**src/rtl/ata_tf_pkg.sv**
```systemverilog
package ata_tf_pkg;
   localparam int TF_DATA_W = 8;
   localparam int ST_BUSY   = 7;
   localparam int ST_READY  = 6;
   localparam int ST_WFAULT = 5;
   localparam int ST_SEEK   = 4;
   localparam int ST_DRQ    = 3;
   localparam int ST_CORR   = 2;
   localparam int ST_INDEX  = 1;
   localparam int ST_ERROR  = 0;
   localparam int CT_SRST   = 2;
   localparam int CT_MASK   = 1;

   typedef struct packed {
      logic busy;
      logic ready;
      logic wfault;
      logic seekdone;
      logic drq;
      logic corr;
      logic err;
   } core_flags_t;
endpackage

```
**src/rtl/ata_tf_devctl.sv**
```systemverilog
module ata_tf_devctl
   import ata_tf_pkg::*;
#(
   parameter int DATA_W = 8
) (
   input  logic              clk,
   input  logic              rst_n,
   input  logic              wr_en,
   input  logic [DATA_W-1:0] wdata,
   output logic              srst_q,
   output logic              mask_q
);
   generate
      if (DATA_W != TF_DATA_W) begin : g_bad_width
         $error("ata_tf_devctl: DATA_W must equal 8");
      end
   endgenerate

   logic unused_wbits;
   assign unused_wbits = ^{wdata[DATA_W-1:CT_SRST+1], wdata[0]};

   logic next_srst;
   logic next_mask;

   always_comb begin
      next_srst = srst_q;
      next_mask = mask_q;
      if (wr_en) begin
         next_srst = wdata[CT_SRST];
         if (wdata[CT_SRST] || srst_q) begin
            next_mask = 1'b1;
         end else begin
            next_mask = wdata[CT_MASK];
         end
      end
   end

   always_ff @(posedge clk or negedge rst_n) begin
      if (!rst_n) begin
         srst_q <= 1'b0;
         mask_q <= 1'b1;
      end else begin
         srst_q <= next_srst;
         mask_q <= next_mask;
      end
   end


   srst_set_chk: assert property (@(posedge clk) disable iff (!rst_n)
      (wr_en && wdata[CT_SRST]) |=> (srst_q && mask_q));


   srst_exit_masked_chk: assert property (@(posedge clk) disable iff (!rst_n)
      $fell(srst_q) |-> mask_q);


   srst_hold_chk: assert property (@(posedge clk) disable iff (!rst_n)
      (srst_q && !wr_en) |=> srst_q);
endmodule

```
**src/rtl/ata_tf_irq_pend.sv**
```systemverilog
module ata_tf_irq_pend #(
   parameter bit SET_WINS = 1'b1
) (
   input  logic clk,
   input  logic rst_n,
   input  logic evt,
   input  logic ack,
   input  logic flush,
   input  logic mask,
   output logic pend_q,
   output logic irq_out
);
   logic pend_d;

   generate
      if (SET_WINS) begin : g_set_first
         always_comb begin
            pend_d = pend_q;
            if (evt) begin
               pend_d = 1'b1;
            end else if (ack) begin
               pend_d = 1'b0;
            end
         end
      end else begin : g_ack_first
         always_comb begin
            pend_d = pend_q;
            if (ack) begin
               pend_d = 1'b0;
            end else if (evt) begin
               pend_d = 1'b1;
            end
         end
      end
   endgenerate

   always_ff @(posedge clk or negedge rst_n) begin
      if (!rst_n) begin
         pend_q <= 1'b0;
      end else if (flush) begin
         pend_q <= 1'b0;
      end else begin
         pend_q <= pend_d;
      end
   end

   assign irq_out = pend_q & ~mask;


   ack_clears_chk: assert property (@(posedge clk) disable iff (!rst_n)
      (ack && !evt) |=> !pend_q);


   masked_keep_chk: assert property (@(posedge clk) disable iff (!rst_n)
      (pend_q && !ack && !flush) |=> pend_q);


   flush_clears_chk: assert property (@(posedge clk) disable iff (!rst_n)
      flush |=> !pend_q);
endmodule

```
**src/rtl/ata_tf_status_view.sv**
```systemverilog
module ata_tf_status_view
   import ata_tf_pkg::*;
#(
   parameter int DATA_W = 8
) (
   input  logic              clk,
   input  logic              rst_n,
   input  logic              rd_en,
   input  logic              rd_hit,
   input  logic              force_busy,
   input  core_flags_t       flags,
   output logic [DATA_W-1:0] rdata_q
);
   generate
      if (DATA_W != TF_DATA_W) begin : g_bad_width
         $error("ata_tf_status_view: DATA_W must equal 8");
      end
   endgenerate

   logic              busy_eff;
   logic [DATA_W-1:0] live_byte;

   assign busy_eff = flags.busy | force_busy;

   always_comb begin
      live_byte = '0;
      if (busy_eff) begin
         live_byte[ST_BUSY] = 1'b1;
      end else begin
         live_byte[ST_READY]  = flags.ready;
         live_byte[ST_WFAULT] = flags.wfault;
         live_byte[ST_SEEK]   = flags.seekdone;
         live_byte[ST_DRQ]    = flags.drq;
         live_byte[ST_CORR]   = flags.corr;
         live_byte[ST_INDEX]  = 1'b0;
         live_byte[ST_ERROR]  = flags.err;
      end
   end

   always_ff @(posedge clk or negedge rst_n) begin
      if (!rst_n) begin
         rdata_q <= '0;
      end else if (rd_en) begin
         rdata_q <= rd_hit ? live_byte : '0;
      end
   end


   busy_only_chk: assert property (@(posedge clk) disable iff (!rst_n)
      (rd_en && rd_hit && busy_eff) |=> (rdata_q == 8'h80));


   index_zero_chk: assert property (@(posedge clk) disable iff (!rst_n)
      !rdata_q[ST_INDEX]);


   rdata_hold_chk: assert property (@(posedge clk) disable iff (!rst_n)
      !rd_en |=> $stable(rdata_q));
endmodule

```
**src/rtl/ata_tf_status.sv**
```systemverilog
module ata_tf_status
   import ata_tf_pkg::*;
#(
   parameter int         ADDR_W      = 3,
   parameter int         DATA_W      = 8,
   parameter logic [2:0] STATUS_ADDR = 3'd7,
   parameter logic [2:0] ALTCTL_ADDR = 3'd6,
   parameter bit         SET_WINS    = 1'b1
) (
   input  logic              clk,
   input  logic              rst_n,
   input  logic [ADDR_W-1:0] host_addr,
   input  logic              host_rd,
   input  logic              host_wr,
   input  logic [DATA_W-1:0] host_wdata,
   output logic [DATA_W-1:0] host_rdata,
   input  logic              core_busy,
   input  logic              core_ready,
   input  logic              core_wfault,
   input  logic              core_seekdone,
   input  logic              core_drq,
   input  logic              core_corr,
   input  logic              core_err,
   input  logic              core_irq,
   output logic              intrq,
   output logic              soft_rst
);
   generate
      if (ADDR_W != 3) begin : g_bad_addr
         $error("ata_tf_status: ADDR_W must be 3");
      end
      if (STATUS_ADDR == ALTCTL_ADDR) begin : g_addr_clash
         $error("ata_tf_status: status and alternate addresses must differ");
      end
   endgenerate

   logic        sel_status;
   logic        sel_altctl;
   logic        srst_q;
   logic        mask_q;
   logic        pend_q;
   core_flags_t flags;

   assign sel_status = (host_addr == STATUS_ADDR);
   assign sel_altctl = (host_addr == ALTCTL_ADDR);

   assign flags = '{busy: core_busy, ready: core_ready, wfault: core_wfault,
                    seekdone: core_seekdone, drq: core_drq, corr: core_corr,
                    err: core_err};

   ata_tf_devctl #(.DATA_W(DATA_W)) u_devctl (
      .clk    (clk),
      .rst_n  (rst_n),
      .wr_en  (host_wr && sel_altctl),
      .wdata  (host_wdata),
      .srst_q (srst_q),
      .mask_q (mask_q)
   );

   ata_tf_irq_pend #(.SET_WINS(SET_WINS)) u_pend (
      .clk     (clk),
      .rst_n   (rst_n),
      .evt     (core_irq),
      .ack     (host_rd && sel_status),
      .flush   (srst_q),
      .mask    (mask_q),
      .pend_q  (pend_q),
      .irq_out (intrq)
   );

   ata_tf_status_view #(.DATA_W(DATA_W)) u_view (
      .clk        (clk),
      .rst_n      (rst_n),
      .rd_en      (host_rd),
      .rd_hit     (sel_status || sel_altctl),
      .force_busy (srst_q),
      .flags      (flags),
      .rdata_q    (host_rdata)
   );

   assign soft_rst = srst_q;


   srst_quiet_irq_chk: assert property (@(posedge clk) disable iff (!rst_n)
      soft_rst |=> !intrq);


   alt_keeps_pend_chk: assert property (@(posedge clk) disable iff (!rst_n)
      (host_rd && sel_altctl && !core_irq && !srst_q) |=> (pend_q == $past(pend_q)));


   set_beats_ack_chk: assert property (@(posedge clk) disable iff (!rst_n)
      (SET_WINS && core_irq && host_rd && sel_status && !srst_q) |=> pend_q);
endmodule

```
**config.mk**
```make
export PLATFORM = sky130hd
export DESIGN_NAME = ata_tf_status
export DESIGN_NICKNAME = d
export VERILOG_FILES = /design/src/rtl/ata_tf_pkg.sv /design/src/rtl/ata_tf_devctl.sv /design/src/rtl/ata_tf_irq_pend.sv /design/src/rtl/ata_tf_status_view.sv /design/src/rtl/ata_tf_status.sv
export SDC_FILE = /design/constraint.sdc
export NUM_CORES = 1
export LEC_CHECK = 0
export BUFFER_PORTS_ARGS = -buffer_cell sky130_fd_sc_hd__buf_4
export CAP_MARGIN = 30
export CORE_MARGIN = 2
export CORE_UTILIZATION = 35
export DETAILED_ROUTE_END_ITERATION = 8
export PLACE_DENSITY = 0.77
export SYNTH_ARGS = -nofsm -noshare
export SYNTH_HDL_FRONTEND = slang
export SYNTH_HIERARCHICAL = 1
export SYNTH_SLANG_ARGS = --single-unit
```
**constraint.sdc**
```tcl
create_clock -name clk -period 1.1 [get_ports clk]
set_input_delay 0.22 -clock clk [delete_from_list [all_inputs] [get_ports clk]]
set_output_delay 0.22 -clock clk [all_outputs]
set_load 0.02 [all_outputs]
```
Word level (Yosys, flattened, before mapping)
Index checks and enable logic that the tools add are counted.
- register bits: 11
- input bits: 23
- output and inout bits: 10
- word-level logic and storage cells: 21
- equality and inequality tests: 2
- multiplexer cells: 7
- bitwise operators: 3
- reductions and logical operators: 5
- operator list (operator ; count):
    two-way mux 8 bit ; 1
    two-way mux 7 bit ; 1
    == test 3 bit, second input constant ; 2
    two-way mux 1 bit ; 5
    nonzero test 3 bit ; 1
    logical AND 1 bit ; 2
    logical OR 1 bit ; 2
    AND 1 bit ; 1
    inverter 1 bit ; 1
    bitwise OR 1 bit ; 1

Longest topological paths before layout
Gate-level depths: netlist (run 1).
- depth in word-level cells: 5
- gate-level depth with buffers: 4
- depth with buffers taken out: 3

Modules after synthesis
The synthesis (run 1) kept the hierarchy.
- by module, submodules not included (module ; times used ; cells an instance ; area an instance (um^2) ; seq. area each (um^2)):
    ata_tf_status_view ; 1 ; 33 ; 347.8 ; 175.2
    ata_tf_devctl ; 1 ; 6 ; 80.1 ; 51.3
    ata_tf_irq_pend ; 1 ; 5 ; 50.0 ; 25.0
    ata_tf_status ; 1 ; 3 ; 25.0 ; 0.0

Least setup slack after synthesis (run 1)
No wires, ideal clock.
- path kind: register -> register
- from: register u_devctl.srst_q
- to: register u_view.rdata_q[0]
- library setup time: 80 ps
- data arrival time: 1118 ps
- data required time: 1020 ps
- path slack: -97 ps
- stages on the path, launching flop included: 4
- buffers on the path: 1
- clock period less this slack: 1197 ps
- cells stage by stage: dfrtp_1 -> or3b_1 -> buf_6 -> o22ai_2
- cells in the longest elaborated chain, start to end: 3
- ends and longest elaborated chain (what ; line ; RTL):
    start: declaration ; ata_tf_devctl.sv:10 ; output logic srst_q,
    start signal: assignment ; ata_tf_devctl.sv:43 ; srst_q <= next_srst;
    bitwise OR 1 bit ; ata_tf_status_view.sv:23 ; assign busy_eff = flags.busy | force_busy;
    two-way mux 7 bit ; ata_tf_status_view.sv:27 ; if (busy_eff) begin
    two-way mux 8 bit ; ata_tf_status_view.sv:44 ; rdata_q <= rd_hit ? live_byte : '0;
    end signal: assignment ; ata_tf_status_view.sv:44 ;
    end: declaration ; ata_tf_status_view.sv:12 ; output logic [DATA_W-1:0] rdata_q
No other way between the ends.
A chain may end at the register's enable or synchronous reset.

Final worst setup path (run 1)
- from: register u_devctl.mask_q
- to: output intrq
- cells in the longest elaborated chain, start to end: 2
- ends and longest elaborated chain (what ; line ; RTL):
    start: declaration ; ata_tf_devctl.sv:11 ; output logic mask_q
    start signal: assignment ; ata_tf_devctl.sv:44 ; mask_q <= next_mask;
    inverter 1 bit ; ata_tf_irq_pend.sv:47 ; assign irq_out = pend_q & ~mask;
    AND 1 bit ; ata_tf_irq_pend.sv:47 ;
    end: declaration ; ata_tf_status.sv:25 ; output logic intrq,
No other way between the ends.

==> out/results.ini, run 1 <==
[sta]
slew_viol_final=0
period_minus_slack_ps=1190
finalWorstSetupSlack_ps=-85.6
setup_violations=2
hold_violations=0
max_freq_mhz=843
timing.hold.ws_ps=201
skew_ps=2.38
rsz0062_at_grt=true
post-route-period-util_pct=108

[cells_and_area]
fill_cells=120
area_growth_pct=56.0
instances_no_fill=95
final_nets=104
layout_common_cells=28 x buf_4, 8 x inv_1, 8 x dfrtp_1, 6 x nand2_1, 6 x o22ai_2
num_antenna_cells=0
multi_input_area_sq_um=203
drive_gt1_share_pct=57.5
final-seq-area_sq_um=253
final_common_cell=buf_4
finalInstanceArea_sq_um=785

[placement]
dpl-instance-area_sq_um=724
gp_congestion=0.624
dp_hpwl_um=849
dpl.cell_count=89
numPortBuffers=25

[route]
antenna_left=0
via_count=435
wl_per_cell_um=11.6
firstDrtPassIters=2
drt-total-wl_um=1100
vias_per_cell=4.58
drt_iter0_drc=3
drc_errors=0

[floorplan]
rows=13
io_pins=33
fp.dieH_um=41.9
die_area_sq_um=1760
coreArea_sq_um=1320
start_util_pct=38.2
die_x_um=41.9

[grt]
grt_max_degree=15
grtUsageTotal_pct=14.9
grt_pass1_vias=482
grt_pass1_wl_um=2010
antenna_found_initial=0
grt_overflow=0

[yosys]
synth_warnings=6
netlist_instances=47
syn_nets=70
syn_area_sq_um=503
ys_types=22
ys_ff_latch=10
avgSynthCellArea_sq_um=10.7
ys_seq_area_share_pct=50.0

[power_and_ir_drop]
p_per_area_nw_per_um2=1230
ir_worst_vdd_uv=683
switchingPower_uw=264
power.share.combinational_pct=28.7
internal-power_uw=703
power_switching_share_pct=27.3
pwr-share-seq_pct=44.3
power_uw=968
leakage_uw=0.000386
clockPowerShare_pct=27.0

[worst_setup_path]
crit_path_top_delay_cell=dfstp_2
endpoint_kind=output port
cp_max_fo=2
critPathBufInv=1
max_stage_delay_ps=540
startpoint_type=flop
r2r_slack_ps=60
crit_chain=nor2b_2 -> buf_6
path_class=reg -> out
required_ps=880
cp_top_family=flip-flops
worstPathArrival_ps=970

[cts]
clk_latency_ps=260
path_clk_slew_ps=60
cts.path.max_buffers=2
cts_made_buffers=3
cts_num_sinks=10
cts_tree=done
cts-root-buf=clkbuf_4
htree_levels=1

[job]
drv_cap=0

[worst_hold_path]
hp-class=in -> reg

[outcome]
violations=negative setup slack
status=finished with violations

-- final cells by class --
class,instances,area share [%]
multi-input cells,26,25.8
inverters,8,3.83
repair buffers,32,32.4
clock buffers,4,3.35
flip-flops and latches,10,32.2
well taps,15,2.39
-- synth_stat cells (all sizes together) --
library cell | count | share of area (%)
and2 | 1 | 1.2
conb | 1 | 0.75
mux2 | 1 | 3.0
inv | 8 | 6.0
nor2b | 1 | 1.2
a21oi | 2 | 2.7
dfstp | 1 | 5.2
nor2 | 1 | 0.75
o211ai | 1 | 1.5
buf | 3 | 4.7
o21ai | 1 | 0.99
or3b | 1 | 1.7
o22ai | 6 | 15
dfrtp | 9 | 45
nor3 | 1 | 0.99
nand2 | 6 | 4.5
and4 | 1 | 1.7
and4b | 1 | 2.0
nand2b | 1 | 1.2
-- metal layers --
layer / up-vias / track usage (%) / routed length [um]
li1: 218 / - / -
met1: 196 / 16.4 / 420
met2: 21 / 25.9 / 556
met3: 0 / 6.52 / 125
met4: 0 / 3.87 / 0
met5: - / 0 / 0
-- cells by family after synthesis --
group | count (synthesis) | share of synthesized area, %
AND/OR/NAND/NOR | 14 | 15.4
buffers and inverters | 11 | 10.7
AO/OA/AOI/OAI | 10 | 20.1
flip-flops | 10 | 50.0
multiplexers | 1 | 2.98
other | 1 | 0.746
-- worst paths after layout --
check / startpoint / cells after the start / endpoint
max: u_devctl/mask_q / 2 / intrq
min: host_wdata[2] / 2 / u_devctl/srst_q
max reg2reg: u_devctl/srst_q / 3 / u_devctl/srst_q
min reg2reg: u_view/rdata_q[7] / 2 / u_view/rdata_q[7]
max in group asynchronous: rst_n / 2 / u_devctl/mask_q
min in group asynchronous: rst_n / 2 / u_view/rdata_q[5]
-- through the flow --
stage          util, %  worst slack (ps)  setup TNS, ps
2_1_floorplan        -             -17.8           -107
3_3_place_gp      55.0             -52.1           -302
3_5_place_dp      55.0             -60.4           -338
4_1_cts           59.1              -118           -153
5_1_grt           59.5              -125           -185
6_report          59.5             -85.6           -108
-- power by group through the flow --
stage,Sequential (uW),Clock (uW),Combinational (uW)
floorplan,462,0,90.5
global placement,431,0,237
detailed placement,432,0,242
CTS,427,280,272
global route,435,295,303
finish,429,262,278
-- state kept, by name (all words and copies together), names as in the netlist --
name	flops
u_view/rdata_q	7
u_devctl/mask_q	1
u_devctl/srst_q	1
u_pend/pend_q	1
-- repair_timing --
action | in CTS | in global routing
hold buffers | 1 | 0
endpoints found under the hold margin | 10 | 0
gates resized for setup | 3 | 3
buffers inserted | 1 | 0
endpoints found under the setup margin | 8 | 3
Note: power is estimated with default switching activity, not from simulation.
==> run 2, diff against run 1 <==
--- a/config.mk
+++ b/config.mk
@@ -5,7 +5,7 @@
 export SDC_FILE = /design/constraint.sdc
 export NUM_CORES = 1
 export LEC_CHECK = 0
-export BUFFER_PORTS_ARGS = -buffer_cell sky130_fd_sc_hd__buf_4
+export BUFFER_PORTS_ARGS = -buffer_cell sky130_fd_sc_hd__buf_2
 export CAP_MARGIN = 30
 export CORE_MARGIN = 2
 export CORE_UTILIZATION = 35
==> run 2 against run 1 <==
Net effect: the flow still finishes with violations (negative setup slack); critical path depth unchanged; hold slack got worse by 7.4 ps; clock skew increased by 5.9 ps; sequential power about the same; cell count unchanged; maximum frequency increased by 1.0%; die area unchanged; register-to-register slack got worse by 20 ps; critical endpoint unchanged; highest routed layer unchanged.
==> out/results.ini, run 2 (synthesis results as in run 1) <==
[outcome]
status=finished with violations  ; unchanged
violations=negative setup slack  ; unchanged

[job]
drv_cap=0  ; unchanged

[worst_setup_path]
worstPathArrival_ps=950  ; was 970 ps
required_ps=880  ; about the same
crit_chain=nor2b_2 -> buf_6  ; unchanged
startpoint_type=flop  ; unchanged
r2r_end=u_view/rdata_q[6]  ; was u_devctl/srst_q
cp_max_fo=2  ; unchanged
startpoint=u_devctl/mask_q  ; unchanged
r2r_slack_ps=40  ; was 60 ps
r2r_start=u_devctl/srst_q  ; unchanged
endpoint_kind=output port  ; unchanged
path_class=reg -> out  ; unchanged
crit_path_top_delay_cell=dfstp_2  ; unchanged
max_stage_delay_ps=540  ; about the same
r2r_cells=2  ; was 3

[sta]
setup_tns_ps=-106  ; was -108 ps
post-route-period-util_pct=107  ; was 108%
finalWorstSetupSlack_ps=-73.6  ; was -85.6 ps
rsz0062_at_grt=true  ; unchanged
skew_ps=8.32  ; was 2.38 ps
period_minus_slack_ps=1170  ; was 1190 ps
max_freq_mhz=852  ; was 843 MHz
setup_violations=2  ; unchanged
hold_violations=0  ; unchanged
slew_viol_final=0  ; unchanged

[grt]
grt_max_degree=15  ; unchanged
antenna_found_initial=0  ; unchanged
grtUsageTotal_pct=13.5  ; was 14.9%
grt_overflow=0  ; unchanged
grt_pass1_wl_um=1720  ; was 2010 um
grt_pass1_vias=394  ; was 482

[floorplan]
die_x_um=41.9  ; unchanged
fp.dieH_um=41.9  ; unchanged
rows=13  ; unchanged
io_pins=33  ; unchanged
coreArea_sq_um=1320  ; unchanged
die_area_sq_um=1760  ; unchanged
start_util_pct=38.2  ; unchanged

[cts]
cts.path.max_buffers=2  ; unchanged
cts_made_buffers=3  ; unchanged
path_clk_slew_ps=60  ; about the same
clk_latency_ps=260  ; about the same
cts_num_sinks=10  ; unchanged
cts_tree=done  ; unchanged
cts-root-buf=clkbuf_4  ; unchanged
htree_levels=1  ; unchanged

[route]
antenna_left=0  ; unchanged
firstDrtPassIters=4  ; was 2
via_count=409  ; was 435
vias_per_cell=4.31  ; was 4.58
drc_errors=0  ; unchanged
drt-total-wl_um=987  ; was 1100 um
drt_iter0_drc=1  ; was 3
wl_per_cell_um=10.4  ; was 11.6 um

[power_and_ir_drop]
p_per_area_nw_per_um2=1290  ; was 1230 nW/um^2
leakage_uw=0.000372  ; was 0.000386 uW
ir_worst_vdd_uv=739  ; was 683 uV

[cells_and_area]
num_antenna_cells=0  ; unchanged
largest_reg_flops=7  ; unchanged
drive_gt1_share_pct=57.5  ; unchanged
final_nets=104  ; unchanged
layout_common_cells=23 x buf_2, 8 x inv_1, 8 x dfrtp_1, 6 x nand2_1, 6 x o22ai_2  ; was 28 x buf_4, 8 x inv_1, 8 x dfrtp_1, 6 x nand2_1, 6 x o22ai_2
regMostFlops=u_view/rdata_q  ; unchanged
area_growth_pct=44.5  ; was 56.0%
multi_input_area_sq_um=203  ; unchanged
final-seq-area_sq_um=253  ; unchanged
final_common_cell=buf_2  ; was buf_4
fill_cells=131  ; was 120
final_util_pct=55.2  ; was 59.5%

[placement]
dp_hpwl_um=725  ; was 849 um
gp_congestion=0.655  ; was 0.624
numPortBuffers=25  ; unchanged

[worst_hold_path]
hp-class=in -> reg  ; unchanged
worstHoldStart=core_irq  ; was host_wdata[2]
hold_path_depth=3  ; was 2
min_to=u_pend/pend_q  ; was u_devctl/srst_q

run 2: cell count changes in the layout (fill, tap and decap cells not counted):
| cell | change |
|---|---|
| buf_2 | +23 |
| buf_4 | -23 |
run 2: cell type report:
type	instances	share of cell area (%)
sequential	10	34.8
multi-input combinational	26	27.9
timing repair buffer	32	27.0
inverter	8	4.13
clock buffer	4	3.61
tap	15	2.58
run 2: layer usage:
layer / share of wire [%] / track usage, %
met4: 0 / 7.74
met1: 49 / 17.6
met3: 9.2 / 6.09
met2: 42 / 18.1
met5: 0 / 0
run 2: critical path, delay by kind of cell (launching register included):
kind / cells / cell delay, ps
flip-flops: 1 / 540
AND/OR/NAND/NOR: 1 / 40
buffers and inverters: 1 / 120
run 2: timing repair:
item	in CTS	in global routing
endpoints found under the setup margin	8	4
resized for setup	4	4
buffers inserted	1	0
hold endpoints to repair	9	0
pin swaps	0	0
hold buffers	1	0
run 2: worst max-delay path by stage:
| stage | end | slack, ps | depth (start not counted) |
|---|---|---|---|
| after floorplan | u_view/rdata_q[0] | -20 | 3 |
| after global placement | u_view/rdata_q[4] | -50 | 4 |
| after detailed placement | u_view/rdata_q[6] | -90 | 4 |
| after CTS | intrq | -110 | 2 |
| after global routing | intrq | -120 | 2 |
| final | intrq | -70 | 2 |
run 2: power breakdown:
group | switching (uW) | internal [uW]
combinational | 120 | 133
clock | 116 | 140
sequential | 19.3 | 409
run 2: through the flow:
step	area [sq um]	worst slack (ps)	total power, uW	cells	hold slack (ps)
detailed placement	662	-90.1	642	89	93.5
CTS	718	-111	947	95	178
floorplan	504	-17.8	552	47	-75.6
global route	727	-121	1010	95	185
finish	727	-73.6	937	95	193
global placement	662	-54.8	636	89	88.5
==> run 3, diff against run 2 <==
--- a/config.mk
+++ b/config.mk
@@ -5,12 +5,11 @@
 export SDC_FILE = /design/constraint.sdc
 export NUM_CORES = 1
 export LEC_CHECK = 0
-export BUFFER_PORTS_ARGS = -buffer_cell sky130_fd_sc_hd__buf_2
 export CAP_MARGIN = 30
-export CORE_MARGIN = 2
-export CORE_UTILIZATION = 35
+export CORE_AREA = 2 2 39 41
 export DETAILED_ROUTE_END_ITERATION = 8
-export PLACE_DENSITY = 0.77
+export DIE_AREA = 0 0 41 43
+export DONT_BUFFER_PORTS = 1
 export SYNTH_ARGS = -nofsm -noshare
 export SYNTH_HDL_FRONTEND = slang
 export SYNTH_HIERARCHICAL = 1
==> run 3 against run 2 <==
Net effect: the run still ends with negative setup slack left; combinational power is 45% lower; clock-buffer cell count stayed put; register-to-register slack better by 50 ps.
==> out/results.ini, run 3 (synthesis results as in run 1) <==
[power_and_ir_drop]
pwr-share-seq_pct=48.5  ; was 45.7%
power.share.combinational_pct=15.1  ; was 27.0%
internal-power_uw=672  ; was 681 uW
power_switching_share_pct=26.1  ; was 27.3%
ir_worst_vdd_uv=730  ; was 739 uV
clockPowerShare_pct=36.4  ; was 27.3%
power_uw=909  ; was 937 uW
switchingPower_uw=237  ; was 255 uW
p_per_area_nw_per_um2=1610  ; was 1290 nW/um^2
leakage_uw=0.000244  ; was 0.000372 uW

[cts]
htree_levels=1  ; unchanged
post_cts_buffers=0  ; was 1
cts.path.max_buffers=2  ; unchanged
cts_num_sinks=10  ; unchanged
cts-root-buf=clkbuf_4  ; unchanged
path_clk_slew_ps=70  ; was 60 ps
cts_tree=done  ; unchanged
clk_latency_ps=260  ; about the same
cts_made_buffers=3  ; unchanged

[cells_and_area]
instances_no_fill=67  ; was 95
finalInstanceArea_sq_um=564  ; was 727 sq um
final_nets=75  ; was 104
final_util_pct=40.8  ; was 55.2%
largest_reg_flops=7  ; unchanged
layout_common_cells=8 x inv_1, 8 x dfrtp_1, 6 x nand2_1, 6 x o22ai_2, 3 x clkbuf_4  ; was 23 x buf_2, 8 x inv_1, 8 x dfrtp_1, 6 x nand2_1, 6 x o22ai_2
num_antenna_cells=0  ; unchanged
regMostFlops=u_view/rdata_q  ; unchanged
drive_gt1_share_pct=33.3  ; was 57.5%
area_growth_pct=12.2  ; was 44.5%
fill_cells=135  ; was 131

[sta]
period_minus_slack_ps=1210  ; was 1170 ps
rsz0062_at_grt=true  ; unchanged
hold_violations=0  ; unchanged
finalWorstSetupSlack_ps=-110  ; was -73.6 ps
post-route-period-util_pct=110  ; was 107%
skew_ps=5.89  ; was 8.32 ps
slew_viol_final=0  ; unchanged
timing.hold.ws_ps=49.1  ; was 193 ps
max_freq_mhz=826  ; was 852 MHz
setup_violations=1  ; was 2

[floorplan]
rows=14  ; was 13
io_pins=33  ; unchanged
coreArea_sq_um=1380  ; was 1320 sq um
die_area_sq_um=1760  ; about the same
die_x_um=41  ; was 41.9 um
fp.dieH_um=43  ; was 41.9 um
start_util_pct=36.3  ; was 38.2%

[route]
via_count=330  ; was 409
antenna_left=0  ; unchanged
wl_per_cell_um=13.6  ; was 10.4 um
firstDrtPassIters=2  ; was 4
drc_errors=0  ; unchanged
vias_per_cell=4.93  ; was 4.31
drt-total-wl_um=914  ; was 987 um
drt_iter0_drc=5  ; was 1

[placement]
gp_congestion=0.599  ; was 0.655
dpl.cell_count=62  ; was 89
dpl-instance-area_sq_um=515  ; was 662 sq um
dp_hpwl_um=637  ; was 725 um
numPortBuffers=0  ; was 25

[worst_setup_path]
path_class=reg -> out  ; unchanged
startpoint_type=flop  ; unchanged
required_ps=880  ; about the same
cp_max_fo=2  ; unchanged
worstPathArrival_ps=990  ; was 950 ps
endpoint_kind=output port  ; unchanged

[grt]
grt_overflow=0  ; unchanged
grt_pass1_wl_um=1390  ; was 1720 um
antenna_found_initial=0  ; unchanged
grt_max_degree=16  ; was 15
grt_pass1_vias=340  ; was 394
grtUsageTotal_pct=11.9  ; was 13.5%

[outcome]
violations=negative setup slack  ; unchanged
status=finished with violations  ; unchanged

[job]
drv_cap=0  ; unchanged

[worst_hold_path]
hp-class=in -> reg  ; unchanged

run 3: cell count changes in the layout (fill, tap and decap cells not counted), sizes merged:
cell  before  now
buf       31    2
run 3: final timing paths:
path                                 start                 to  slack (ps)  cells after the start
setup / recovery           u_devctl/mask_q              intrq        -110                      2
hold / removal                     host_rd  u_view/rdata_q[3]          50                      1
setup reg to reg           u_devctl/srst_q  u_view/rdata_q[3]          90                      2
hold reg to reg            u_devctl/mask_q    u_devctl/mask_q         520                      2
max in group asynchronous            rst_n    u_devctl/srst_q         410                      1
min in group asynchronous            rst_n  u_view/rdata_q[4]         340                      1
run 3: layout make-up:
cell class | instances | area, sq um | area share [%]
Inverter | 8 | 30.0 | 5.32
Timing Repair Buffer | 3 | 25.0 | 4.43
Tap cell | 16 | 20.0 | 3.55
Sequential cell | 10 | 253 | 44.8
Clock buffer | 4 | 36.3 | 6.43
Multi-Input combinational cell | 26 | 200 | 35.5
run 3: worst max-delay path, stage by stage, from the launching register on:
cell and delay (ps):
dfstp_2 530, nor2b_1 40, buf_4 150
run 3: routing by layer:
metal / GRT usage, % / vias to the layer above / share of wire [%] / wire (um)
met5: 0 / - / 0 / 0
met4: 6.00 / 0 / 0 / 0
li1: - / 160 / - / -
met1: 15.8 / 147 / 46 / 417
met3: 5.24 / 0 / 14 / 125
met2: 15.9 / 23 / 41 / 372
run 3: power groups by stage:
stage          combinational (uW)  clock [uW]  sequential, uW
2_1_floorplan                90.5           0             462
3_5_place_dp                  128           0             446
4_1_cts                       139         346             441
3_3_place_gp                  125           0             448
6_report                      138         331             441
5_1_grt                       152         362             446
run 3: stage by stage:
| step | setup TNS [ps] | setup slack (ps) |
|---|---|---|
| floorplan | -107 | -17.8 |
| global placement | 0 | 1.69 |
| detailed placement | -32.4 | -10.5 |
| CTS | -125 | -125 |
| global route | -148 | -148 |
| finish | -110 | -110 |
run 3: repair_timing:
action / 4_1_cts / 5_1_grt
setup endpoints to repair: 7 / 1
gates resized for setup: 1 / 0
hold buffers: 1 / 0
endpoints found under the hold margin: 10 / 0
